--- src/rtl/ucode_pkg.sv ---
package ucode_pkg;
   typedef enum logic [1:0] {ALU_ADD = 2'd0, ALU_SUB = 2'd1, ALU_FUNC = 2'd2, ALU_OR = 2'd3} alu_f_e;
   typedef enum logic {SA_PC = 1'b0, SA_RS = 1'b1} srca_e;
   typedef enum logic [2:0] {SB_FOUR = 3'd0, SB_RT = 3'd1, SB_SEXT = 3'd2, SB_ZEXT = 3'd3, SB_SHFT = 3'd4} srcb_e;
   typedef enum logic [1:0] {DST_NONE = 2'd0, DST_RD = 2'd1, DST_RT = 2'd2} dest_e;
   typedef enum logic [1:0] {MEM_NONE = 2'd0, MEM_RD_PC = 2'd1, MEM_RD_ALU = 2'd2, MEM_WR_ALU = 2'd3} mem_e;
   typedef enum logic [1:0] {PCW_NONE = 2'd0, PCW_ALU = 2'd1, PCW_COND = 2'd2} pcw_e;
   typedef enum logic [1:0] {CNT_NONE = 2'd0, CNT_LOAD = 2'd1, CNT_DEC = 2'd2} cnt_e;
   typedef enum logic [1:0] {SQ_NEXT = 2'd0, SQ_FETCH = 2'd1, SQ_DISP = 2'd2, SQ_LOOP = 2'd3} seq_e;

   typedef struct packed {
      alu_f_e alu;
      srca_e  sa;
      srcb_e  sb;
      dest_e  dst;
      mem_e   mem;
      logic   mreg;
      pcw_e   pcw;
      cnt_e   cnt;
      seq_e   seq;
   } uinst_t;

   // entry points of the micro-programs
   localparam int UA_FETCH = 0;
   localparam int UA_DISP  = 1;
   localparam int UA_LW    = 2;
   localparam int UA_SW    = 5;
   localparam int UA_RR    = 7;
   localparam int UA_ORI   = 9;
   localparam int UA_BEQ   = 11;
   localparam int UA_BZ    = 12;
   localparam int UA_COUNT = 15;

   localparam logic [5:0] OPC_RR  = 6'h00;
   localparam logic [5:0] OPC_LW  = 6'h23;
   localparam logic [5:0] OPC_SW  = 6'h2B;
   localparam logic [5:0] OPC_ORI = 6'h0D;
   localparam logic [5:0] OPC_BEQ = 6'h04;
   localparam logic [5:0] OPC_BZ  = 6'h3C;
endpackage

--- src/rtl/ucode_rom.sv ---
module ucode_rom
   import ucode_pkg::*;
#(
   parameter int UPC_W = 4
) (
   input  logic [UPC_W-1:0] upc,
   output uinst_t           ui
);
   localparam int DEPTH = 1 << UPC_W;

   if (DEPTH < UA_COUNT) begin : g_depth_chk
      $error("ucode_rom: UPC_W too small for the microprogram");
   end

   always_comb begin
      int unsigned a;
      a = upc;
      ui = '0;
      ui.seq = SQ_FETCH;
      case (a)
         UA_FETCH: begin
            ui.mem = MEM_RD_PC; ui.pcw = PCW_ALU; ui.seq = SQ_NEXT;
         end
         UA_DISP: begin
            ui.sb = SB_SHFT; ui.seq = SQ_DISP;
         end
         UA_LW: begin
            ui.sa = SA_RS; ui.sb = SB_SEXT; ui.seq = SQ_NEXT;
         end
         UA_LW + 1: begin
            ui.mem = MEM_RD_ALU; ui.seq = SQ_NEXT;
         end
         UA_LW + 2: ui.mreg = 1'b1;
         UA_SW: begin
            ui.sa = SA_RS; ui.sb = SB_SEXT; ui.seq = SQ_NEXT;
         end
         UA_SW + 1: ui.mem = MEM_WR_ALU;
         UA_RR: begin
            ui.alu = ALU_FUNC; ui.sa = SA_RS; ui.sb = SB_RT; ui.seq = SQ_NEXT;
         end
         UA_RR + 1: ui.dst = DST_RD;
         UA_ORI: begin
            ui.alu = ALU_OR; ui.sa = SA_RS; ui.sb = SB_ZEXT; ui.seq = SQ_NEXT;
         end
         UA_ORI + 1: ui.dst = DST_RT;
         UA_BEQ: begin
            ui.alu = ALU_SUB; ui.sa = SA_RS; ui.sb = SB_RT; ui.pcw = PCW_COND;
         end
         UA_BZ: begin
            ui.cnt = CNT_LOAD; ui.seq = SQ_NEXT;
         end
         UA_BZ + 1: begin
            ui.mem = MEM_WR_ALU; ui.cnt = CNT_DEC; ui.seq = SQ_LOOP;
         end
         default: ui.seq = SQ_FETCH;
      endcase
   end
endmodule

--- src/rtl/ucode_dispatch.sv ---
module ucode_dispatch
   import ucode_pkg::*;
#(
   parameter int OP_W  = 6,
   parameter int UPC_W = 4
) (
   input  logic [OP_W-1:0]  opcode,
   output logic             hit,
   output logic [UPC_W-1:0] entry
);
   if (OP_W != 6) begin : g_op_chk
      $error("ucode_dispatch: opcode width must be 6");
   end

   always_comb begin
      hit   = 1'b1;
      entry = '0;
      case (opcode)
         OPC_RR:  entry = UPC_W'(UA_RR);
         OPC_LW:  entry = UPC_W'(UA_LW);
         OPC_SW:  entry = UPC_W'(UA_SW);
         OPC_ORI: entry = UPC_W'(UA_ORI);
         OPC_BEQ: entry = UPC_W'(UA_BEQ);
         OPC_BZ:  entry = UPC_W'(UA_BZ);
         default: hit = 1'b0;
      endcase
   end
endmodule

--- src/rtl/ucode_seq.sv ---
module ucode_seq
   import ucode_pkg::*;
#(
   parameter int UPC_W   = 4,
   parameter bit LOOP_EN = 1'b1
) (
   input  logic             clk,
   input  logic             rst_n,
   input  seq_e             seq,
   input  logic             disp_hit,
   input  logic [UPC_W-1:0] disp_entry,
   input  logic             cnt_nz,
   output logic [UPC_W-1:0] upc
);
   logic             loop_stay;
   logic [UPC_W-1:0] upc_q, upc_d, upc_inc;

   if (LOOP_EN) begin : g_loop
      assign loop_stay = cnt_nz;
   end else begin : g_noloop
      assign loop_stay = 1'b0;
   end

   assign upc_inc = upc_q + UPC_W'(1);

   always_comb begin
      case (seq)
         SQ_NEXT:  upc_d = upc_inc;
         SQ_DISP:  upc_d = disp_hit ? disp_entry : '0;
         SQ_LOOP:  upc_d = loop_stay ? upc_q : upc_inc;
         default:  upc_d = '0;
      endcase
   end

   always_ff @(posedge clk or negedge rst_n) begin
      if (!rst_n) upc_q <= '0;
      else        upc_q <= upc_d;
   end

   assign upc = upc_q;


   fetch_ret_chk: assert property (@(posedge clk) disable iff (!rst_n)
      (seq == SQ_FETCH) |=> (upc_q == '0));

   disp_miss_chk: assert property (@(posedge clk) disable iff (!rst_n)
      (seq == SQ_DISP && !disp_hit) |=> (upc_q == '0));

   next_step_chk: assert property (@(posedge clk) disable iff (!rst_n)
      (seq == SQ_NEXT) |=> (upc_q == $past(upc_q) + UPC_W'(1)));

   loop_exit_chk: assert property (@(posedge clk) disable iff (!rst_n)
      (seq == SQ_LOOP && !cnt_nz) |=> (upc_q == $past(upc_q) + UPC_W'(1)));
   if (LOOP_EN) begin : g_loop_chk

      loop_hold_chk: assert property (@(posedge clk) disable iff (!rst_n)
         (seq == SQ_LOOP && cnt_nz) |=> $stable(upc_q));
   end
endmodule

--- src/rtl/ucode_decode.sv ---
module ucode_decode
   import ucode_pkg::*;
(
   input  uinst_t     ui,
   output logic [1:0] alu_op,
   output logic       sel_a,
   output logic [2:0] sel_b,
   output logic       reg_wr,
   output logic       reg_dst_rd,
   output logic       mem_to_reg,
   output logic       mem_rd,
   output logic       mem_wr,
   output logic       addr_alu,
   output logic       ir_wr,
   output logic       pc_wr,
   output logic       pc_wr_cond,
   output logic       pc_src_aluout,
   output logic       cnt_load,
   output logic       cnt_dec
);
   assign alu_op        = ui.alu;
   assign sel_a         = ui.sa;
   assign sel_b         = ui.sb;
   assign reg_wr        = (ui.dst != DST_NONE) || ui.mreg;
   assign reg_dst_rd    = (ui.dst == DST_RD);
   assign mem_to_reg    = ui.mreg;
   assign mem_rd        = (ui.mem == MEM_RD_PC) || (ui.mem == MEM_RD_ALU);
   assign mem_wr        = (ui.mem == MEM_WR_ALU);
   assign addr_alu      = (ui.mem == MEM_RD_ALU) || (ui.mem == MEM_WR_ALU);
   assign ir_wr         = (ui.mem == MEM_RD_PC);
   assign pc_wr         = (ui.pcw == PCW_ALU);
   assign pc_wr_cond    = (ui.pcw == PCW_COND);
   assign pc_src_aluout = (ui.pcw == PCW_COND);
   assign cnt_load      = (ui.cnt == CNT_LOAD);
   assign cnt_dec       = (ui.cnt == CNT_DEC);
endmodule

--- src/rtl/ucode_ctrl.sv ---
module ucode_ctrl
   import ucode_pkg::*;
#(
   parameter int OP_W    = 6,
   parameter int UPC_W   = 4,
   parameter bit LOOP_EN = 1'b1
) (
   input  logic             clk,
   input  logic             rst_n,
   input  logic [OP_W-1:0]  opcode,
   input  logic             cnt_nz,
   output logic [UPC_W-1:0] upc,
   output logic [1:0]       alu_op,
   output logic             sel_a,
   output logic [2:0]       sel_b,
   output logic             reg_wr,
   output logic             reg_dst_rd,
   output logic             mem_to_reg,
   output logic             mem_rd,
   output logic             mem_wr,
   output logic             addr_alu,
   output logic             ir_wr,
   output logic             pc_wr,
   output logic             pc_wr_cond,
   output logic             pc_src_aluout,
   output logic             cnt_load,
   output logic             cnt_dec
);
   uinst_t           ui;
   logic             hit;
   logic [UPC_W-1:0] entry;
   logic             reg_wr_i, mem_wr_i, ir_wr_i, pc_wr_i, pc_wr_cond_i, cnt_load_i, cnt_dec_i;

   ucode_seq #(.UPC_W(UPC_W), .LOOP_EN(LOOP_EN)) u_seq (
      .clk(clk), .rst_n(rst_n), .seq(ui.seq), .disp_hit(hit),
      .disp_entry(entry), .cnt_nz(cnt_nz), .upc(upc));

   ucode_rom #(.UPC_W(UPC_W)) u_rom (.upc(upc), .ui(ui));

   ucode_dispatch #(.OP_W(OP_W), .UPC_W(UPC_W)) u_disp (
      .opcode(opcode), .hit(hit), .entry(entry));

   ucode_decode u_dec (
      .ui(ui), .alu_op(alu_op), .sel_a(sel_a), .sel_b(sel_b),
      .reg_wr(reg_wr_i), .reg_dst_rd(reg_dst_rd), .mem_to_reg(mem_to_reg),
      .mem_rd(mem_rd), .mem_wr(mem_wr_i), .addr_alu(addr_alu), .ir_wr(ir_wr_i),
      .pc_wr(pc_wr_i), .pc_wr_cond(pc_wr_cond_i), .pc_src_aluout(pc_src_aluout),
      .cnt_load(cnt_load_i), .cnt_dec(cnt_dec_i));

   // write enables held off while reset is applied
   assign reg_wr     = reg_wr_i     & rst_n;
   assign mem_wr     = mem_wr_i     & rst_n;
   assign ir_wr      = ir_wr_i      & rst_n;
   assign pc_wr      = pc_wr_i      & rst_n;
   assign pc_wr_cond = pc_wr_cond_i & rst_n;
   assign cnt_load   = cnt_load_i   & rst_n;
   assign cnt_dec    = cnt_dec_i    & rst_n;


   pc_src_chk: assert property (@(posedge clk) disable iff (!rst_n)
      pc_wr |-> !pc_src_aluout);

   bz_load_chk: assert property (@(posedge clk) disable iff (!rst_n)
      cnt_load |=> (cnt_dec && mem_wr));
endmodule

--- config.mk ---
export PLATFORM = sky130hd
export DESIGN_NAME = ucode_ctrl
export DESIGN_NICKNAME = d
export VERILOG_FILES = /design/src/rtl/ucode_pkg.sv /design/src/rtl/ucode_rom.sv /design/src/rtl/ucode_dispatch.sv /design/src/rtl/ucode_seq.sv /design/src/rtl/ucode_decode.sv /design/src/rtl/ucode_ctrl.sv
export SDC_FILE = /design/constraint.sdc
export NUM_CORES = 1
export LEC_CHECK = 0
export BUFFER_PORTS_ARGS = -buffer_cell sky130_fd_sc_hd__buf_2
export CORE_UTILIZATION = 45
export DETAILED_ROUTE_END_ITERATION = 8
export GPL_ROUTABILITY_DRIVEN = 0
export MAX_ROUTING_LAYER = met4
export PLACE_DENSITY_LB_ADDON = 0.15
export SLEW_MARGIN = 15
export SYNTH_ARGS = -nofsm -noshare
export SYNTH_HDL_FRONTEND = slang
export SYNTH_HIERARCHICAL = 1
export SYNTH_SLANG_ARGS = --single-unit
--- constraint.sdc ---
create_clock -name clk -period 3.65 [get_ports clk]
set_input_delay 0.365 -clock clk [delete_from_list [all_inputs] [get_ports clk]]
set_output_delay 0.365 -clock clk [all_outputs]
set_load 0.005 [all_outputs]
---- After elaboration in Yosys (flattened, before gate mapping) ----
Index checks and enable logic that the tools add are counted.
operators by class
  $add $sub $neg .......................... 1
  multipliers ............................. 0
  div/mod/pow operators ................... 0
  magnitude comparators ................... 0
  equal/unequal tests ..................... 29
  shift operators ......................... 0
  multiplexer cells ....................... 14
  bitwise logic cells ..................... 7
  reduce and logical (&&, ||, !) cells .... 13
operators with widths
  operator                                                                number
  4-bit equality test (second input constant)                             6
  4-bit case mux with 6 select lines                                      1
  6-bit equality test (second input constant)                             3
  2-bit case mux with 3 select lines                                      3
  4-bit by 3-bit equality test with 1-bit output (second input constant)  4
  2-bit equality test (second input constant)                             6
  2-bit case mux with 2 select lines                                      3
  3-bit case mux with 4 select lines                                      1
  4-bit case mux with 3 select lines                                      1
  2-bit by 1-bit equality test with 1-bit output (second input constant)  4
  4-bit by 2-bit equality test with 1-bit output (second input constant)  2
  4-bit 2-to-1 mux                                                        2
  1-bit bitwise AND                                                       7
  7-bit OR reduction                                                      1
  6-bit by 3-bit equality test with 1-bit output (second input constant)  1
  6-bit by 4-bit equality test with 1-bit output (second input constant)  1
  6-bit zero test                                                         1
  2-bit OR reduction                                                      3
  6-bit OR reduction                                                      1
  5-bit OR reduction                                                      1
  4-bit by 1-bit adder with 4-bit output (second input constant)          1
  4-bit by 1-bit equality test with 1-bit output (second input constant)  1
  4-bit zero test                                                         1
  1-bit logical OR                                                        3
  4 further kinds                                                         6
storage, ports and cells
  register bits after elaboration ......... 4
  latch bits .............................. 0
  RAM bits ................................ 0
  memory bits (read-only) ................. 0
  input port bits ......................... 9
  output and inout port bits .............. 22
  logic and storage cells ................. 65
  memories ................................ 0

---- Depth between registers and ports, before layout ----
Gate-level depths: netlist of run 1.
  word-level depth ........................ 5
  gate-level depth with buffers ........... 8
  depth with buffers taken out ............ 7

---- Hierarchy ----
Netlist of run 1, hierarchy kept.
by module, submodules not included
  module          times used  cells each  area an instance (µm²)  sequential area each (µm²)
  ucode_seq       1           28          306.5                   100.1
  ucode_rom       1           37          242.7                   0.0
  ucode_dispatch  1           28          183.9                   0.0
  ucode_decode    1           21          152.6                   0.0
  ucode_ctrl      1           7           43.8                    0.0

---- Worst setup path after synthesis of run 1 ----
OpenSTA, ideal clock, no wires.
  path type ............................... register to register
  start point ............................. register u_seq.upc_q[0] (netlist: u_seq/upc[0])
  end point ............................... register u_seq.upc_q[2] (netlist: u_seq/upc[2])
  setup time .............................. 126 ps
  arrival time ............................ 1998 ps
  data required time ...................... 3524 ps
  path slack .............................. 1526 ps
  stages on the path, launching flop included .. 9
  buffers on the path ..................... 1
  period minus slack after synthesis ...... 2124 ps
  path through ............................ dfrtp_1 -> buf_4 -> and4bb_2 -> a211oi_2 -> inv_1 -> ha_1 -> nand2b_2 -> o21ai_0 -> a221o_1
RTL lines
  item                      RTL line         RTL
  start: declaration        ucode_seq.sv:16  logic [UPC_W-1:0] upc_q, upc_d, upc_inc;
  start signal: assignment  ucode_seq.sv:37  else upc_q <= upc_d;

==> flow_summary.json, run 1 <==
{
  "status": "finished clean",
  "h-tree-depth": 1,
  "ys_ff_latch": 4,
  "io_pins": 31,
  "final-hold-violation-count": 0,
  "mostFrequentLayoutCell": "buf_2",
  "finalCoreUtilization_pct": 53.7,
  "grt_use_total_pct": 19.2,
  "root_buffer": "clkbuf_4",
  "period_needed_ps": 2480,
  "path_delay_family": "simple AND/OR/NAND/NOR gates",
  "hp-class": "input port to flip-flop",
  "vias": 885,
  "r2r_end": "u_seq/upc[3]",
  "clock_skew_ps": 1.85,
  "port_buffers": 30,
  "slew_headroom_pct": 65.6,
  "cts_buffer_depth": 2,
  "synth_edf_count": 0,
  "fin_ws_ps": 1170,
  "criticalPathCategory": "flip-flop to output pin",
  "yosysUniqueCellTypes": 47,
  "area_delta_synth_final_pct": 12.1,
  "slowest_delay_ps": 660,
  "setup_violations": 0,
  "dp_slack_ps": 1350,
  "syn_inst": 121,
  "final_antenna_net_count": 0,
  "post_cts_resized": 0,
  "antenna_cells": 0,
  "reg2reg_setup_slack_ps": 1360,
  "hold_path_end": "u_seq/upc[0]",
  "syn_area_sq_um": 930,
  "die_h_microns": 47.5,
  "hp-start": "cnt_nz",
  "wl_per_cell_microns": 11.1,
  "grt_pass1_wl_mm": 3.02,
  "hold_buffers": 1,
  "p_leak_nw": 0.515,
  "route.detailed.drc": 0,
  "worstPathCellList": "or4bb_1 -> nand3_1 -> inv_1 -> ha_1 -> or2_1 -> buf_2",
  "powerDensity_mw_per_mm2": 626,
  "finalSetupTns_ps": 0,
  "antenna_found_initial": 0,
  "grt-ovfl-total": 0,
  "ys_warn_count": 6,
  "seqCellArea_sq_um": 100,
  "cts_setup_buffers": 0,
  "cp-start-kind": "flip-flop",
  "crit_fanout": 18,
  "crit_arrival_ps": 2110,
  "min_period_over_period_pct": 67.9,
  "fillers": 201,
  "synth_nets": 137,
  "crit_path_end_kind": "output pin",
  "nNetsFinal": 159,
  "grt_max_degree": 19,
  "yosysTopAreaCell": "dfrtp_1",
  "cap_violations": 0,
  "initial_core_util_pct": 47.9,
  "whs_path_depth": 3,
  "cp.required_ps": 3280,
  "cts_tree": "built",
  "yosysTopAreaCellShare_pct": 10.8,
  "wl_mm": 1.87,
  "worstSkewPairLatency_ps": 230,
  "core_area_sq_mm": 0.00194,
  "worst_slew_pin_slew_ps": 517,
  "synthFlopType": "dfrtp_1",
  "drt-initial-drc-count": 10,
  "ys_seq_area_share_pct": 10.8,
  "irDropWorstVdd_mv": 0.426,
  "die_width_microns": 47.5,
  "clock_sinks": 4,
  "crit_buf_inv": 2,
  "synth_area_leaders": "dfrtp_1 11%, ha_1 9.4%, buf_4 8.9%",
  "first_pass_iters": 4,
  "final_cell_mix": "30 x buf_2, 10 x inv_1, 7 x and2_1, 7 x ha_1",
  "grt_pass1_vias": 683,
  "routed_via_density": 5.27,
  "fmax_mhz": 404,
  "synth.avg_cell_area_sq_um": 7.68,
  "drv_slew": 0,
  "largest_reg_flops": 4,
  "ys_async_sr_fraction_pct": 100,
  "cp_slowest_cell": "dfrtp_1",
  "multi_input_area_sq_um": 688,
  "dieArea_sq_mm": 0.00225,
  "drive_above_1_share_pct": 30.5,
  "rows": 16,
  "r2r.worst_path.cells": 7,
  "dp_hpwl_mm": 1.40,
  "clk_pin_slew_ps": 30,
  "cts_buffers": 3,
  "reg2reg_from": "u_seq/upc[0]",
  "rsz0062_at_grt": "no"
}
-- cells by family after synthesis --
group / after synthesis / share of synthesized area (%)
compound gates: 22 / 15.9
simple gates: 62 / 46.8
xor+xnor: 2 / 1.88
flops: 4 / 10.8
fa+ha+maj: 7 / 9.42
buf+inv: 24 / 15.2
-- report_power, final --
group	switching, mW	leakage (nW)	internal (mW)
Sequential	0.0781	0.0519	0.0635
Clock	0.0166	0.0138	0.0367
Combinational	0.227	0.449	0.230
Total	0.322	0.515	0.330
-- synth_stat cells (all sizes together), types with 2 or more instances --
cell and n:
buf 14, inv 10, o21ai 9, and2 8
ha 7, nand2b 6, nor2 6, nor2b 6
nand2 5, dfrtp 4, nor3 4, a21oi 3
nand3 3, nand3b 3, nor4b 3, a221o 2
a32oi 2, nand4b 2, nor3b 2, or3b 2
xnor2 2
-- through the flow --
stage          hold WS [ps]  total power [mW]  std cells  instance area, sq um
4_1_cts                 460             0.658        168                  1040
3_3_place_gp            215             0.587        164                  1010
3_5_place_dp            216             0.599        164                  1010
2_1_floorplan          69.4             0.513        121                   930
5_1_grt                 491             0.744        168                  1040
6_report                478             0.653        168                  1040
-- metal layers --
layer	part of all wire (%)	GRT usage, %	vias to the layer above
met3	4.3	2.26	0
met4	0	5.14	0
met2	45	28.2	25
met5	0	-	-
met1	50	27.5	398
li1	-	-	462
-- worst max-delay path by stage --
stage                            start  depth (start not counted)           end  slack [ps]
final                     u_seq/upc[2]                          6      addr_alu        1170
after global routing      u_seq/upc[0]                          6      addr_alu        1040
after CTS                 u_seq/upc[2]                          6      addr_alu        1150
after detailed placement  u_seq/upc[0]                          7  u_seq/upc[2]        1350
after global placement    u_seq/upc[0]                          7  u_seq/upc[3]        1410
after floorplan           u_seq/upc[0]                          8  u_seq/upc[2]        1530
-- final cells by class --
type,count,area share [%]
sequential,4,9.60
tap,27,3.24
timing repair buffer,31,15.4
inverter,10,3.60
clock buffer,3,2.16
multi-input combinational,93,66.0
-- worst min-delay path, cell delays in order --
cell	delay [ps]
buf_2	110
nand2_1	100
o22ai_1	80
Power figures use the tool's default switching activity.
==> run 2: changes to the inputs <==
- clock period: 3.65 -> 2.53 ns (I/O delays scaled with it)
==> run 2 against run 1 <==
  * Critical path depth is 1 higher
  * Count of clock-buffer cells in the layout stayed put
  * Final cell count is 2.4% higher
  * Non-clock buffer count is 4 higher
  * Critical endpoint unchanged
  * Highest routed layer unchanged
  * Via count is 2.4% higher
  * Design area is 2.9% higher
  * Clock power is 53% higher
  * Power is 51% higher
  * Register-to-register slack worse by 950 ps
  * Die area stayed put
==> flow_summary.json, run 2 (synthesized netlist as in run 1, its figures left out) <==
{
  "status": "finished clean",
  "crit_fanout": 10,
  "clkPwrFrac_pct": 8.3,
  "switching_share_pct": 48.2,
  "antenna_cells": 0,
  "whs_path_depth": 3,
  "cp_slowest_cell": "or4_1",
  "dp_hpwl_mm": 1.52,
  "grt-ovfl-total": 0,
  "dieArea_sq_mm": 0.00225,
  "fmax_mhz": 419,
  "p_int_uw": 510,
  "reg2reg_from": "u_seq/upc[0]",
  "r2r.worst_path.cells": 7,
  "root_buffer": "clkbuf_4",
  "clock_sinks": 4,
  "vias": 906,
  "crit_arrival_ps": 2130,
  "setup_violations": 0,
  "p_sw_uw": 475,
  "area_delta_synth_final_pct": 15.3,
  "cts_tree": "built",
  "cap_violations": 0,
  "routed_via_density": 5.27,
  "p_leak_nw": 0.535,
  "die_h_microns": 47.5,
  "drt-initial-drc-count": 10,
  "layout.cells.non_filler": 172,
  "irDropWorstVdd_mv": 0.599,
  "grt_pass1_wl_mm": 3.08,
  "multi_input_area_sq_um": 688,
  "mostFrequentLayoutCell": "buf_2",
  "clk_pin_slew_ps": 40,
  "hp-start": "cnt_nz",
  "hold_path_end": "u_seq/upc[0]",
  "io_pins": 31,
  "initial_core_util_pct": 47.9,
  "path_delay_family": "simple AND/OR/NAND/NOR gates",
  "finalCoreUtilization_pct": 55.2,
  "rsz0062_at_grt": "no",
  "rows": 16,
  "core_area_sq_mm": 0.00194,
  "worstPathCellList": "buf_4 -> or4_1 -> nand3_1 -> inv_1 -> ha_1 -> or2_1 -> buf_2",
  "cts_setup_buffers": 0,
  "cts_buffers": 3,
  "largest_reg_flops": 4,
  "fillers": 217,
  "final-hold-violation-count": 0,
  "worst_slew_pin_slew_ps": 368,
  "hold_buffers": 1,
  "die_width_microns": 47.5,
  "drive_above_1_share_pct": 32.4,
  "drv_slew": 0,
  "grt_use_total_pct": 19.5,
  "h-tree-depth": 1,
  "seqPwrFrac_pct": 14.5,
  "first_pass_iters": 4,
  "grt_max_degree": 13,
  "r2r_end": "u_seq/upc[2]",
  "route.detailed.drc": 0,
  "period_needed_ps": 2390,
  "cp.required_ps": 2280,
  "crit_buf_inv": 3,
  "power_frac_comb_pct": 77.3,
  "wl_per_cell_microns": 10.9,
  "nNetsFinal": 163,
  "finalSetupTns_ps": 0,
  "p_total_uw": 985,
  "slowest_delay_ps": 540,
  "grt_pass1_vias": 732,
  "final_antenna_net_count": 0,
  "slew_headroom_pct": 75.1,
  "min_period_over_period_pct": 94.4,
  "reg2reg_setup_slack_ps": 410,
  "port_buffers": 30,
  "seqCellArea_sq_um": 100,
  "cp-start-kind": "flip-flop",
  "cp-startpoint": "u_seq/upc[1]",
  "criticalPathCategory": "flip-flop to output pin",
  "hp-class": "input port to flip-flop",
  "worstSkewPairLatency_ps": 240,
  "wl_mm": 1.88,
  "antenna_found_initial": 0,
  "post_cts_resized": 0,
  "dp.cells": 168,
  "clock_skew_ps": 1.56,
  "crit_path_end_kind": "output pin",
  "final_cell_mix": "30 x buf_2, 10 x inv_1, 7 x and2_1, 7 x ha_1",
  "powerDensity_mw_per_mm2": 919,
  "hold_ws_ps": 356,
  "cts_buffer_depth": 2
}
## run 2: changes by cell type in the layout (fill, tap and decap cells not counted)
cell   before  now
buf_4       0    4
## run 2: worst max path at each step
stage / cells past startpoint / to / slack, ps
detailed placement: 7 / addr_alu / 380
floorplan: 8 / u_seq/upc[2] / 410
finish: 7 / addr_alu / 140
CTS: 7 / addr_alu / 130
global route: 7 / addr_alu / 30
global placement: 7 / addr_alu / 420
## run 2: area by class of cell
type | instances | area share (%)
sequential | 4 | 9.33
multi-input combinational | 93 | 64.2
inverter | 10 | 3.50
timing repair buffer | 35 | 17.7
clock buffer | 3 | 2.10
tap | 27 | 3.15
## run 2: metal layers
metal	vias up	track usage, %	part of all wire (%)
met2	25	32.1	47
met1	411	23.9	48
met5	-	-	0
met4	0	6.86	0
met3	0	3.40	5.5
li1	470	-	-
## run 2: power by group through the flow
| stage | Clock (mW) | Combinational (mW) | Sequential [mW] |
|---|---|---|---|
| after floorplan | 0 | 0.602 | 0.137 |
| after global placement | 0 | 0.747 | 0.140 |
| after detailed placement | 0 | 0.761 | 0.143 |
| after CTS | 0.0846 | 0.765 | 0.143 |
| after global routing | 0.0889 | 0.865 | 0.151 |
| final | 0.0814 | 0.761 | 0.143 |
## run 2: worst register-to-register path: cells and delay by family, from the launching register on
kind	cells	cell delay [ps]
AO/OA/AOI/OAI	3	690
flip-flops	1	450
AND/OR/NAND/NOR	2	430
adder cells (fa/ha/maj)	1	340
buffers and inverters	1	80
## run 2: metrics by stage
stage / instance area, sq um / worst slack [ps]
2_1_floorplan: 930 / 406
3_3_place_gp: 1040 / 420
3_5_place_dp: 1040 / 380
4_1_cts: 1070 / 126
5_1_grt: 1070 / 27.7
6_report: 1070 / 143
